$ cat src/rtl/cfi_id_responder.sv
module cfi_id_responder #(
  parameter int ADDR_W         = 16,
  parameter int BLOCKS_PER_DEV = 64,
  parameter int SECTOR_BYTES   = 65536,
  parameter int TBL_LEN        = 64
) (
  input  logic              clk,
  input  logic              rst_n,
  input  logic              rd_en,
  input  logic              cfi_mode,
  input  logic [ADDR_W-1:0] addr,
  input  logic [1:0]        acc_lg,
  input  logic [1:0]        bank_lg,
  input  logic [1:0]        dev_lg,
  input  logic [1:0]        maxdev_lg,
  input  logic [15:0]       id0,
  input  logic [15:0]       id1,
  input  logic [15:0]       id2,
  input  logic [15:0]       id3,
  output logic [31:0]       rd_data,
  output logic              rd_valid
);
  localparam int LANES       = 4;
  localparam int IDX_W       = $clog2(TBL_LEN);
  localparam int DEV_SIZE_LG = $clog2(BLOCKS_PER_DEV) + $clog2(SECTOR_BYTES);
  localparam logic [15:0] REGION_CNT = 16'(BLOCKS_PER_DEV - 1);
  localparam logic [15:0] REGION_SZ  = 16'(SECTOR_BYTES / 256);

  function automatic logic [7:0] tbl_byte(input logic [IDX_W-1:0] i, input logic wide_bank);
    case (int'(i))
      'h10: tbl_byte = 8'h51;
      'h11: tbl_byte = 8'h52;
      'h12: tbl_byte = 8'h59;
      'h13: tbl_byte = 8'h01;
      'h15: tbl_byte = 8'h31;
      'h1B: tbl_byte = 8'h45;
      'h1C: tbl_byte = 8'h55;
      'h1F: tbl_byte = 8'h07;
      'h20: tbl_byte = 8'h07;
      'h21: tbl_byte = 8'h0A;
      'h23: tbl_byte = 8'h04;
      'h24: tbl_byte = 8'h04;
      'h25: tbl_byte = 8'h04;
      'h27: tbl_byte = 8'(DEV_SIZE_LG);
      'h28: tbl_byte = 8'h02;
      'h2A: tbl_byte = wide_bank ? 8'h0B : 8'h08;
      'h2C: tbl_byte = 8'h01;
      'h2D: tbl_byte = REGION_CNT[7:0];
      'h2E: tbl_byte = REGION_CNT[15:8];
      'h2F: tbl_byte = REGION_SZ[7:0];
      'h30: tbl_byte = REGION_SZ[15:8];
      'h31: tbl_byte = 8'h50;
      'h32: tbl_byte = 8'h52;
      'h33: tbl_byte = 8'h49;
      'h34: tbl_byte = 8'h31;
      'h35: tbl_byte = 8'h30;
      'h3F: tbl_byte = 8'h01;
      default: tbl_byte = 8'h00;
    endcase
  endfunction

  logic        cfg_ok, narrow;
  logic [2:0]  shamt;
  logic [31:0] mfr_code, dev_code, resp;

  assign cfg_ok = (acc_lg != 2'd3) && (bank_lg != 2'd3) && (maxdev_lg != 2'd3)
               && (dev_lg <= bank_lg) && (dev_lg <= maxdev_lg)
               && ((dev_lg == maxdev_lg) || (dev_lg == 2'd0));
  assign narrow   = dev_lg != maxdev_lg;
  assign shamt    = 3'(bank_lg) + 3'(maxdev_lg) - 3'(dev_lg);
  assign mfr_code = {8'h00, id0, 8'h00} | {16'h0000, id1};
  assign dev_code = {8'h00, id2, 8'h00} | {16'h0000, id3};

  for (genvar b = 0; b < LANES; b++) begin : g_lane
    logic [ADDR_W-1:0] lane_addr, idx;
    logic [1:0]        m;
    logic [7:0]        cfi_b, cfi_v, id_v;
    logic [31:0]       code;

    assign lane_addr = addr + (ADDR_W'(b) & ~((ADDR_W'(1) << bank_lg) - ADDR_W'(1)));
    assign idx       = lane_addr >> shamt;
    assign m         = 2'(b) & ((2'd1 << dev_lg) - 2'd1);
    assign cfi_b     = (idx < ADDR_W'(TBL_LEN)) ? tbl_byte(idx[IDX_W-1:0], bank_lg != 2'd0) : 8'h00;
    assign cfi_v     = (narrow || m == 2'd0) ? cfi_b : 8'h00;
    assign code      = (idx[7:0] == 8'd0) ? mfr_code : (idx[7:0] == 8'd1) ? dev_code : 32'h0;
    assign id_v      = code[8*m +: 8];
    assign resp[8*b +: 8] = (cfg_ok && (b < (32'd1 << acc_lg))) ? (cfi_mode ? cfi_v : id_v) : 8'h00;
  end

  always_ff @(posedge clk or negedge rst_n) begin
    if (!rst_n) begin
      rd_data  <= '0;
      rd_valid <= 1'b0;
    end else begin
      rd_valid <= rd_en;
      if (rd_en) rd_data <= resp;
    end
  end
endmodule


$ cat config.mk
export PLATFORM = sky130hd
export DESIGN_NAME = cfi_id_responder
export DESIGN_NICKNAME = d
export VERILOG_FILES = /design/src/rtl/cfi_id_responder.sv
export SDC_FILE = /design/constraint.sdc
export NUM_CORES = 1
export LEC_CHECK = 0
export ABC_CLOCK_PERIOD_IN_PS = 2400
export BUFFER_PORTS_ARGS = -buffer_cell sky130_fd_sc_hd__clkbuf_2
export CORE_MARGIN = 1.5
export CORE_UTILIZATION = 64
export CTS_CLUSTER_DIAMETER = 40
export DETAILED_ROUTE_END_ITERATION = 16
export HOLD_SLACK_MARGIN = 0.12
export PLACE_DENSITY = 0.86
export SYNTH_ARGS = -nofsm -noshare
export SYNTH_HDL_FRONTEND = slang
export SYNTH_SLANG_ARGS = --single-unit
export TNS_END_PERCENT = 5
$ cat constraint.sdc
create_clock -name clk -period 2.4 [get_ports clk]
set_clock_uncertainty 0.05 [all_clocks]
set_input_delay 0.48 -clock clk [delete_from_list [all_inputs] [get_ports clk]]
set_output_delay 0.48 -clock clk [all_outputs]
set_load 0.02 [all_outputs]
==> flow_metrics.py, run 1 <==
metrics = {
    "yosys": {
        "synth_flop_cell": "dfrtp_1",
        "synthArstFlopShare_pct": 100.0,
        "synth_top_area_share_pct": 10.71,
        "synth_seq_cells": 33,
        "synth_area_leaders": "dfrtp_1 11%, o21ai_0 5.3%, nor2_1 5.0%",
        "netlist_area_sq_mm": 0.007709,
        "yosysTopAreaCell": "dfrtp_1",
        "postSynthAreaPerCell_sq_um": 6.889,
        "synth-edff-count": 0,
        "yosysUniqueCellTypes": 91,
        "synth.net_count": 1223,
        "syn_inst": 1119,
        "synth_warnings": 0,
        "yosysSeqAreaShare_pct": 10.71,
    },
    "clock_network": {
        "cts_resized": 206,
        "post_cts_buffers": 43,
        "clockBufferDepth": 2,
        "clock-root-buffer": "clkbuf_16",
        "cts_htree_levels": 2,
        "cts_buffers": 5,
        "cts.sink_count": 33,
        "holdBufCountCts": 0,
    },
    "floorplanning": {
        "io_pins": 125,
        "die_w_um": 112.8,
        "chipHeight_um": 112.8,
        "start_util_pct": 66.66,
        "row_count": 39,
    },
    "placement": {
        "port_buffers": 124,
        "routabilityCongestion": 1.080,
        "hpwl_mm": 34.60,
    },
    "outcome": {
        "stop_error": "[ERROR DPL-0038] Utilization greater than 100%, impossible to legalize",
        "haltStage": "clock tree synthesis (4_1_cts)",
        "outcome": "did not finish",
    },
}
[stage by stage]
stage / worst slack [ns] / hold WS (ns) / instances / instance area (sq um) / TNS, ns
floorplan: -1.537 / 0.1344 / 1119 / 8051 / -46.60
global placement: -2.038 / 0.4224 / 1643 / 11080 / -59.53
detailed placement: -2.252 / 0.4324 / 1643 / 11080 / -67.09
[Yosys cell counts (8+ instances only)]
library cell,count
o2bb2ai_1,8
mux2i_1,32
a211o_1,9
nor2b_1,8
a22oi_1,17
ha_1,10
dfrtp_1,33
o31ai_1,16
nand3_1,50
a211oi_1,19
nor3_1,40
and2_1,14
clkbuf_1,52
mux2_2,10
and3_1,17
o21a_1,9
xnor2_1,23
a32oi_1,8
o21ai_0,82
nand4_1,10
o31a_1,13
a221o_1,11
a21oi_1,71
o21ai_1,9
nor2_1,103
nand2_1,86
or2_2,8
a31oi_1,19
nor4_1,20
o22ai_1,24
buf_2,30
o32ai_1,14
nand2b_1,9
o211ai_1,15
or3_1,21
inv_1,30
a21o_1,10
o221ai_1,13
[cells by family after synthesis]
family                   Yosys count  share of synthesized area, %
AO/OA/AOI/OAI                    456                         42.43
XOR/XNOR                          28                         3.181
adder cells (fa/ha/maj)           12                         2.143
buffers and inverters            125                         6.963
flip-flops                        33                         10.71
multiplexers                      47                         7.077
AND/OR/NAND/NOR                  418                         27.50
==> inputs of run 2 (changes only) <==
--- a/config.mk
+++ b/config.mk
@@ -8,11 +8,9 @@
 export ABC_CLOCK_PERIOD_IN_PS = 2400
 export BUFFER_PORTS_ARGS = -buffer_cell sky130_fd_sc_hd__clkbuf_2
 export CORE_MARGIN = 1.5
-export CORE_UTILIZATION = 64
-export CTS_CLUSTER_DIAMETER = 40
+export CORE_UTILIZATION = 40
 export DETAILED_ROUTE_END_ITERATION = 16
-export HOLD_SLACK_MARGIN = 0.12
-export PLACE_DENSITY = 0.86
+export PLACE_DENSITY_LB_ADDON = 0.15
 export SYNTH_ARGS = -nofsm -noshare
 export SYNTH_HDL_FRONTEND = slang
 export SYNTH_SLANG_ARGS = --single-unit
==> run 2 against run 1 <==
Synthesized cell count stayed put. Area after synthesis stayed put. The flow now finishes, with violations (setup timing).
==> flow_metrics.py, run 2 <==
metrics = {
    "yosys": {
        "synth-simple-area-share_pct": 27.50,
        "yosysSeqAreaShare_pct": 10.71,
        "syn_inst": 1119,
        "yosysTopAreaCell": "dfrtp_1",
        "netlist_area_sq_mm": 0.007709,
        "yosysUniqueCellTypes": 91,
        "synth_warnings": 0,
        "synth_top_area_share_pct": 10.71,
        "synthArstFlopShare_pct": 100.0,
        "postSynthAreaPerCell_sq_um": 6.889,
        "synth_area_leaders": "dfrtp_1 11%, o21ai_0 5.3%, nor2_1 5.0%",
        "synth_top_family_by_area": "compound AO/OA/AOI/OAI gates",
        "synthAdderAreaFrac_pct": 2.143,
        "synthMuxAreaShare_pct": 7.077,
        "synth_xor_area_share_pct": 3.181,
        "synth_most_common_cell": "nor2_1",
        "synth_flop_cell": "dfrtp_1",
        "synth_seq_cells": 33,
        "synth-edff-count": 0,
        "synth_compound_area_share_pct": 42.43,
        "synth_top_cells_by_count": "103 x nor2_1, 86 x nand2_1, 82 x o21ai_0",
        "synth.net_count": 1223,
    },
    "grt": {
        "grt_pass1_wl_mm": 54.57,
        "antenna_found_initial": 0,
        "overflow": 0,
        "grt_start_max_net_pins": 34,
        "grt_pass1_vias": 10470,
        "track_usage_pct": 33.98,
    },
    "detailed_routing": {
        "wl_met1_mm": 15.17,
        "drt-initial-drc-count": 1164,
        "first_pass_iters": 5,
        "wl_met3_mm": 2.619,
        "vias_per_cell": 6.183,
        "routed.top_layer": "met4",
        "wl_mm": 35.54,
        "wire_per_inst_um": 19.55,
        "wl_met2_mm": 16.44,
        "dr_total_vias": 11240,
        "drc_errors": 0,
        "final_antenna_net_count": 0,
    },
    "finish": {
        "layout_common_cells": "387 x buf_4, 122 x clkbuf_2, 92 x nor2_1",
        "final_common_cell": "buf_4",
        "diodes": 0,
        "reg_top3": "rd_data: 32 flops, rd_valid: 1 flops",
        "nets": 1661,
        "drive_gt1_share_pct": 43.65,
        "final_area_sq_mm": 0.01217,
        "regMostFlops": "rd_data",
        "fillerInstances": 1710,
        "area_growth_pct": 57.93,
        "largest_reg_flops": 32,
    },
    "power_and_ir_drop": {
        "power_density_mw_per_mm2": 664.0,
        "leakage_nw": 5.278,
        "ir_drop_mv": 0.5658,
    },
    "clock_network": {
        "cts.sink_count": 33,
        "clockBufferDepth": 2,
        "cts_buffers": 5,
        "clock-root-buffer": "clkbuf_16",
        "clk_latency_ns": 0.28,
        "cts_tree": "done",
        "clkTransAtPathRegs_ns": 0.06,
        "cts_htree_levels": 2,
    },
    "sta": {
        "final.period_utilization_pct": 171.2,
        "max_slew_margin_pct": 41.74,
        "finalSetupTns_ns": -51.21,
        "timing.fmax_mhz": 243.4,
        "rsz0062_at_grt": "true",
        "slew_viol_final": 0,
        "hold_ws_ns": 0.2469,
        "finalHoldViolCount": 0,
        "setup_viol": 32,
        "min_period_ns": 4.108,
        "worst_pin_slew_ns": 0.8739,
        "layout_setup_ws_ns": -1.708,
    },
    "worst_setup_path": {
        "cp_max_fo": 7,
        "worst_ep_arrival_time_ns": 4.28,
        "cp.required_ns": 2.58,
        "path_class": "input port to register",
        "startpoint_type": "input port",
        "setup.worst_path.end_class": "register",
    },
    "floorplanning": {
        "dieArea_sq_mm": 0.02011,
        "row_count": 50,
        "chipHeight_um": 141.8,
        "start_util_pct": 40.94,
        "fp.coreArea_sq_mm": 0.01883,
        "die_w_um": 141.8,
        "io_pins": 125,
    },
    "placement": {
        "preCtsSetupSlack_ns": -2.278,
        "dpl_cell_area_sq_mm": 0.01154,
        "port_buffers": 124,
        "routabilityCongestion": 0.9845,
        "hpwl_mm": 28.76,
    },
    "job": {
        "drv_cap": 0,
    },
    "outcome": {
        "outcome": "finished with violations",
        "violations": "setup timing",
    },
    "hold_path": {
        "holdCritPathClass": "input port to asynchronous set/reset pin",
    },
}
-- run 2: cell counts after synthesis --
No cell type changed its count.
-- run 2: routing by layer --
metal  up-vias  GRT usage [%]
met5         -              0
met4         0          11.67
met3       102          5.434
met2       498          55.97
met1      5354          45.03
li1       5286              -
-- run 2: where the power goes --
part | switching, mW | leakage [nW] | internal, mW | total [mW]
clock | 0.254 | 0.0706 | 0.381 | 0.635
combinational | 3.62 | 4.75 | 3.26 | 6.88
sequential | 0.00234 | 0.458 | 0.561 | 0.563
total | 3.88 | 5.28 | 4.20 | 8.08
-- run 2: critical path: stages --
cell       delay [ns]
buf_6            0.10
inv_2            0.06
fa_2             0.48
fa_2             0.74
buf_6            0.17
and3_1           0.16
a221oi_1         0.08
buf_4            0.16
nor4_4           0.33
nor3_2           0.06
buf_4            0.16
or3_1            0.36
and3_4           0.20
a211oi_2         0.25
a211oi_2         0.08
o2111ai_2        0.21
o311a_1          0.19
-- run 2: logic make-up (layout without fill, tap and decap cells) --
family,count (synthesis),in the layout
AOI/OAI and AO/OA,456,456
xor gates and xnor gates,28,28
adders and majority gates,12,12
buffers and inverters,125,564
DFF,33,33
muxes,47,47
and+or+nand+nor,418,418
-- run 2: worst paths after layout --
path	endpoint	startpoint	cells after the start	slack (ns)
worst max-delay path	rd_data[24]	maxdev_lg[1]	17	-1.71
worst min-delay path	rd_data[13]	rst_n	1	0.25
worst max register to register	rd_data[17]	rd_data[17]	4	1.05
worst min register to register	rd_data[7]	rd_data[7]	1	0.44
max in group asynchronous	rd_data[17]	rst_n	1	1.49
min in group clk	rd_valid	rd_en	2	0.43
-- run 2: layout make-up --
cell class | count | area (sq um) | share of cell area, %
Multi-Input combinational cell | 961 | 7010 | 57.58
Sequential cell | 33 | 825.8 | 6.783
Tap cell | 260 | 325.3 | 2.672
Timing Repair Buffer | 523 | 3737 | 30.70
Inverter | 33 | 136.4 | 1.120
Clock buffer | 6 | 128.9 | 1.059
Clock inverter | 2 | 10.01 | 0.08222
-- run 2: what timing repair did --
item / 4_1_cts / 5_1_grt
endpoints found under the setup margin: 32 / 32
resized for setup: 33 / 55
hold buffers: 0 / 0
setup buffers: 6 / 6
pin swaps: 21 / 25
hold endpoints to repair: 0 / 0
-- run 2: stage by stage --
stage                     total power [mW]  cells  utilization [%]
after global placement               6.850   1799            61.28
after detailed placement             6.873   1799            61.28
final                                8.083   1818            64.65
after CTS                            7.674   1812            63.06
after floorplan                      4.057   1119                -
after global routing                 8.584   1818            64.65
Note: power is estimated with default switching activity, not from simulation.
==> inputs of run 3 (changes only) <==
--- a/config.mk
+++ b/config.mk
@@ -11,6 +11,7 @@
 export CORE_UTILIZATION = 40
 export DETAILED_ROUTE_END_ITERATION = 16
 export PLACE_DENSITY_LB_ADDON = 0.15
+export RECOVER_POWER = 50
 export SYNTH_ARGS = -nofsm -noshare
 export SYNTH_HDL_FRONTEND = slang
 export SYNTH_SLANG_ARGS = --single-unit
==> run 3 against run 2 <==
Sequential cell count stayed put. Non-clock buffer count stayed put. Critical path depth is 3 lower. Clock-buffer cell count stayed put. Register-to-register slack hardly changed. Critical endpoint is now rd_data[12]. First-iteration DRC count hardly changed. Maximum frequency is 0.24% higher. The run ends with capacitance limit, slew limit, setup timing left. Clock power hardly changed. Total power hardly changed. Final cell count stayed put.
==> flow_metrics.py, run 3 (synthesized netlist as in run 2, its figures left out) <==
metrics = {
    "hold_path": {
        "holdCritPathClass": "register to register",
        "min_path_cells": 1,
        "hold_start": "rd_data[7]",
        "whs_endpoint": "rd_data[7]",
    },
    "worst_setup_path": {
        "path_delay_family": "adder cells",
        "worst-path-buf-inv": 3,
        "timing.rr.end": "rd_data[17]",
        "critical-path-max-stage-delay_ns": 0.74,
        "path_class": "input port to register",
        "setup.worst_path.end_class": "register",
        "cp_max_fo": 7,
        "cp.required_ns": 2.58,
        "cp_cell_sequence": "buf_6, inv_2, fa_2, fa_2, buf_6, mux2_4, mux2_4, o31ai_4, o21ai_2, o41ai_2, nand4b_1, or3_4, a31oi_1, a221o_1",
        "startpoint_type": "input port",
        "reg2reg_slack_ns": 1.05,
        "reg2regPathDepth": 4,
        "worst_ep_arrival_time_ns": 4.27,
        "crit_path_top_delay_cell": "fa_2",
        "timing.rr.start": "rd_data[17]",
    },
    "grt": {
        "overflow": 0,
        "grt_pass1_vias": 10470,
        "grt_start_max_net_pins": 34,
        "antenna_found_initial": 0,
        "grt_pass1_wl_mm": 54.57,
        "track_usage_pct": 33.98,
    },
    "power_and_ir_drop": {
        "comb_power_share_pct": 85.2,
        "p_sw_share_pct": 48.01,
        "internal_power_mw": 4.203,
        "p_clk_share_pct": 7.9,
        "p_sw_mw": 3.881,
        "ir_drop_mv": 0.5656,
        "seq_power_share_pct": 7.0,
        "p_total_mw": 8.085,
        "power_density_mw_per_mm2": 664.4,
        "leakage_nw": 5.271,
    },
    "sta": {
        "slew_viol_final": 34,
        "worst_pin_slew_ns": 1.866,
        "max_slew_margin_pct": -24.41,
        "rsz0062_at_grt": "true",
        "finalHoldViolCount": 0,
        "layout_setup_ws_ns": -1.698,
        "hold_ws_ns": 0.4438,
        "min_period_ns": 4.098,
        "final.period_utilization_pct": 170.8,
        "timing.fmax_mhz": 244.0,
        "setup_viol": 32,
    },
    "placement": {
        "dp_cells": 1799,
        "preCtsSetupSlack_ns": -2.278,
        "routabilityCongestion": 0.9845,
        "hpwl_mm": 28.76,
        "port_buffers": 124,
    },
    "finish": {
        "reg_top3": "rd_data: 32 flops, rd_valid: 1 flops",
        "largest_reg_flops": 32,
        "diodes": 0,
        "fin_cells": 1818,
        "drive_gt1_share_pct": 43.52,
        "layout_common_cells": "386 x buf_4, 121 x clkbuf_2, 92 x nor2_1",
        "nets": 1661,
        "regMostFlops": "rd_data",
        "area_growth_pct": 57.86,
        "utilization_pct": 64.62,
        "final_common_cell": "buf_4",
    },
    "floorplanning": {
        "die_w_um": 141.8,
        "start_util_pct": 40.94,
        "fp.coreArea_sq_mm": 0.01883,
        "io_pins": 125,
        "row_count": 50,
        "chipHeight_um": 141.8,
        "dieArea_sq_mm": 0.02011,
    },
    "detailed_routing": {
        "first_pass_iters": 6,
        "wl_mm": 35.59,
        "dr_total_vias": 11270,
        "final_antenna_net_count": 0,
        "drc_errors": 0,
        "drt-initial-drc-count": 1163,
        "wire_per_inst_um": 19.58,
        "vias_per_cell": 6.197,
    },
    "clock_network": {
        "cts_buffers": 5,
        "clk_latency_ns": 0.28,
        "clkTransAtPathRegs_ns": 0.06,
        "cts_htree_levels": 2,
        "cts.sink_count": 33,
        "cts_tree": "done",
        "clockBufferDepth": 2,
        "clock-root-buffer": "clkbuf_16",
    },
    "outcome": {
        "violations": "capacitance limit, slew limit, setup timing",
        "outcome": "finished with violations",
    },
    "job": {
        "drv_cap": 1,
    },
}
## run 3: through the flow
| stage | instance area, sq um | setup TNS (ns) |
|---|---|---|
| after detailed placement | 11540 | -64.90 |
| after global routing | 12170 | -54.83 |
| after CTS | 11870 | -50.59 |
| after global placement | 11540 | -63.27 |
| after floorplan | 8051 | -46.60 |
| final | 12170 | -51.22 |
## run 3: what timing repair did
| action | CTS | global route |
|---|---|---|
| resized for setup | 33 | 55 |
| pin swaps | 21 | 25 |
| endpoints found under the setup margin | 32 | 32 |
| hold buffers | 0 | 0 |
| setup buffers | 6 | 6 |
## run 3: how the worst max path moves through the flow
stage	from	endpoint	slack, ns	depth (start not counted)
after floorplan	dev_lg[0]	rd_data[12]	-1.54	17
after global placement	bank_lg[1]	rd_data[8]	-2.25	17
after detailed placement	bank_lg[1]	rd_data[8]	-2.28	17
after CTS	maxdev_lg[1]	rd_data[12]	-1.67	14
after global routing	maxdev_lg[1]	rd_data[12]	-1.83	14
final	maxdev_lg[1]	rd_data[12]	-1.70	14
## run 3: area by class of cell
class / instances / area [sq um]
clock buffers: 6 / 128.9
clock inverters: 2 / 10.01
fillers: 1708 / 6661
inverters: 33 / 136.4
multi-input cells: 961 / 7010
flip-flops and latches: 33 / 825.8
well taps: 260 / 325.3
repair buffers: 523 / 3732
## run 3: metal layers
layer  up-vias  wire length [um]  track usage (%)
met5         -                 0                0
met3       102              2637            5.434
met2       515             16430            55.97
li1       5287                 -                -
met1      5362             15210            45.03
met4         0              1317            11.67
## run 3: power groups by stage
stage,logic (mW),registers (mW),clock network (mW)
final,6.89,0.563,0.635
after CTS,6.48,0.563,0.628
after detailed placement,6.30,0.573,0
after global placement,6.28,0.573,0
after global routing,7.35,0.563,0.665
after floorplan,3.48,0.578,0
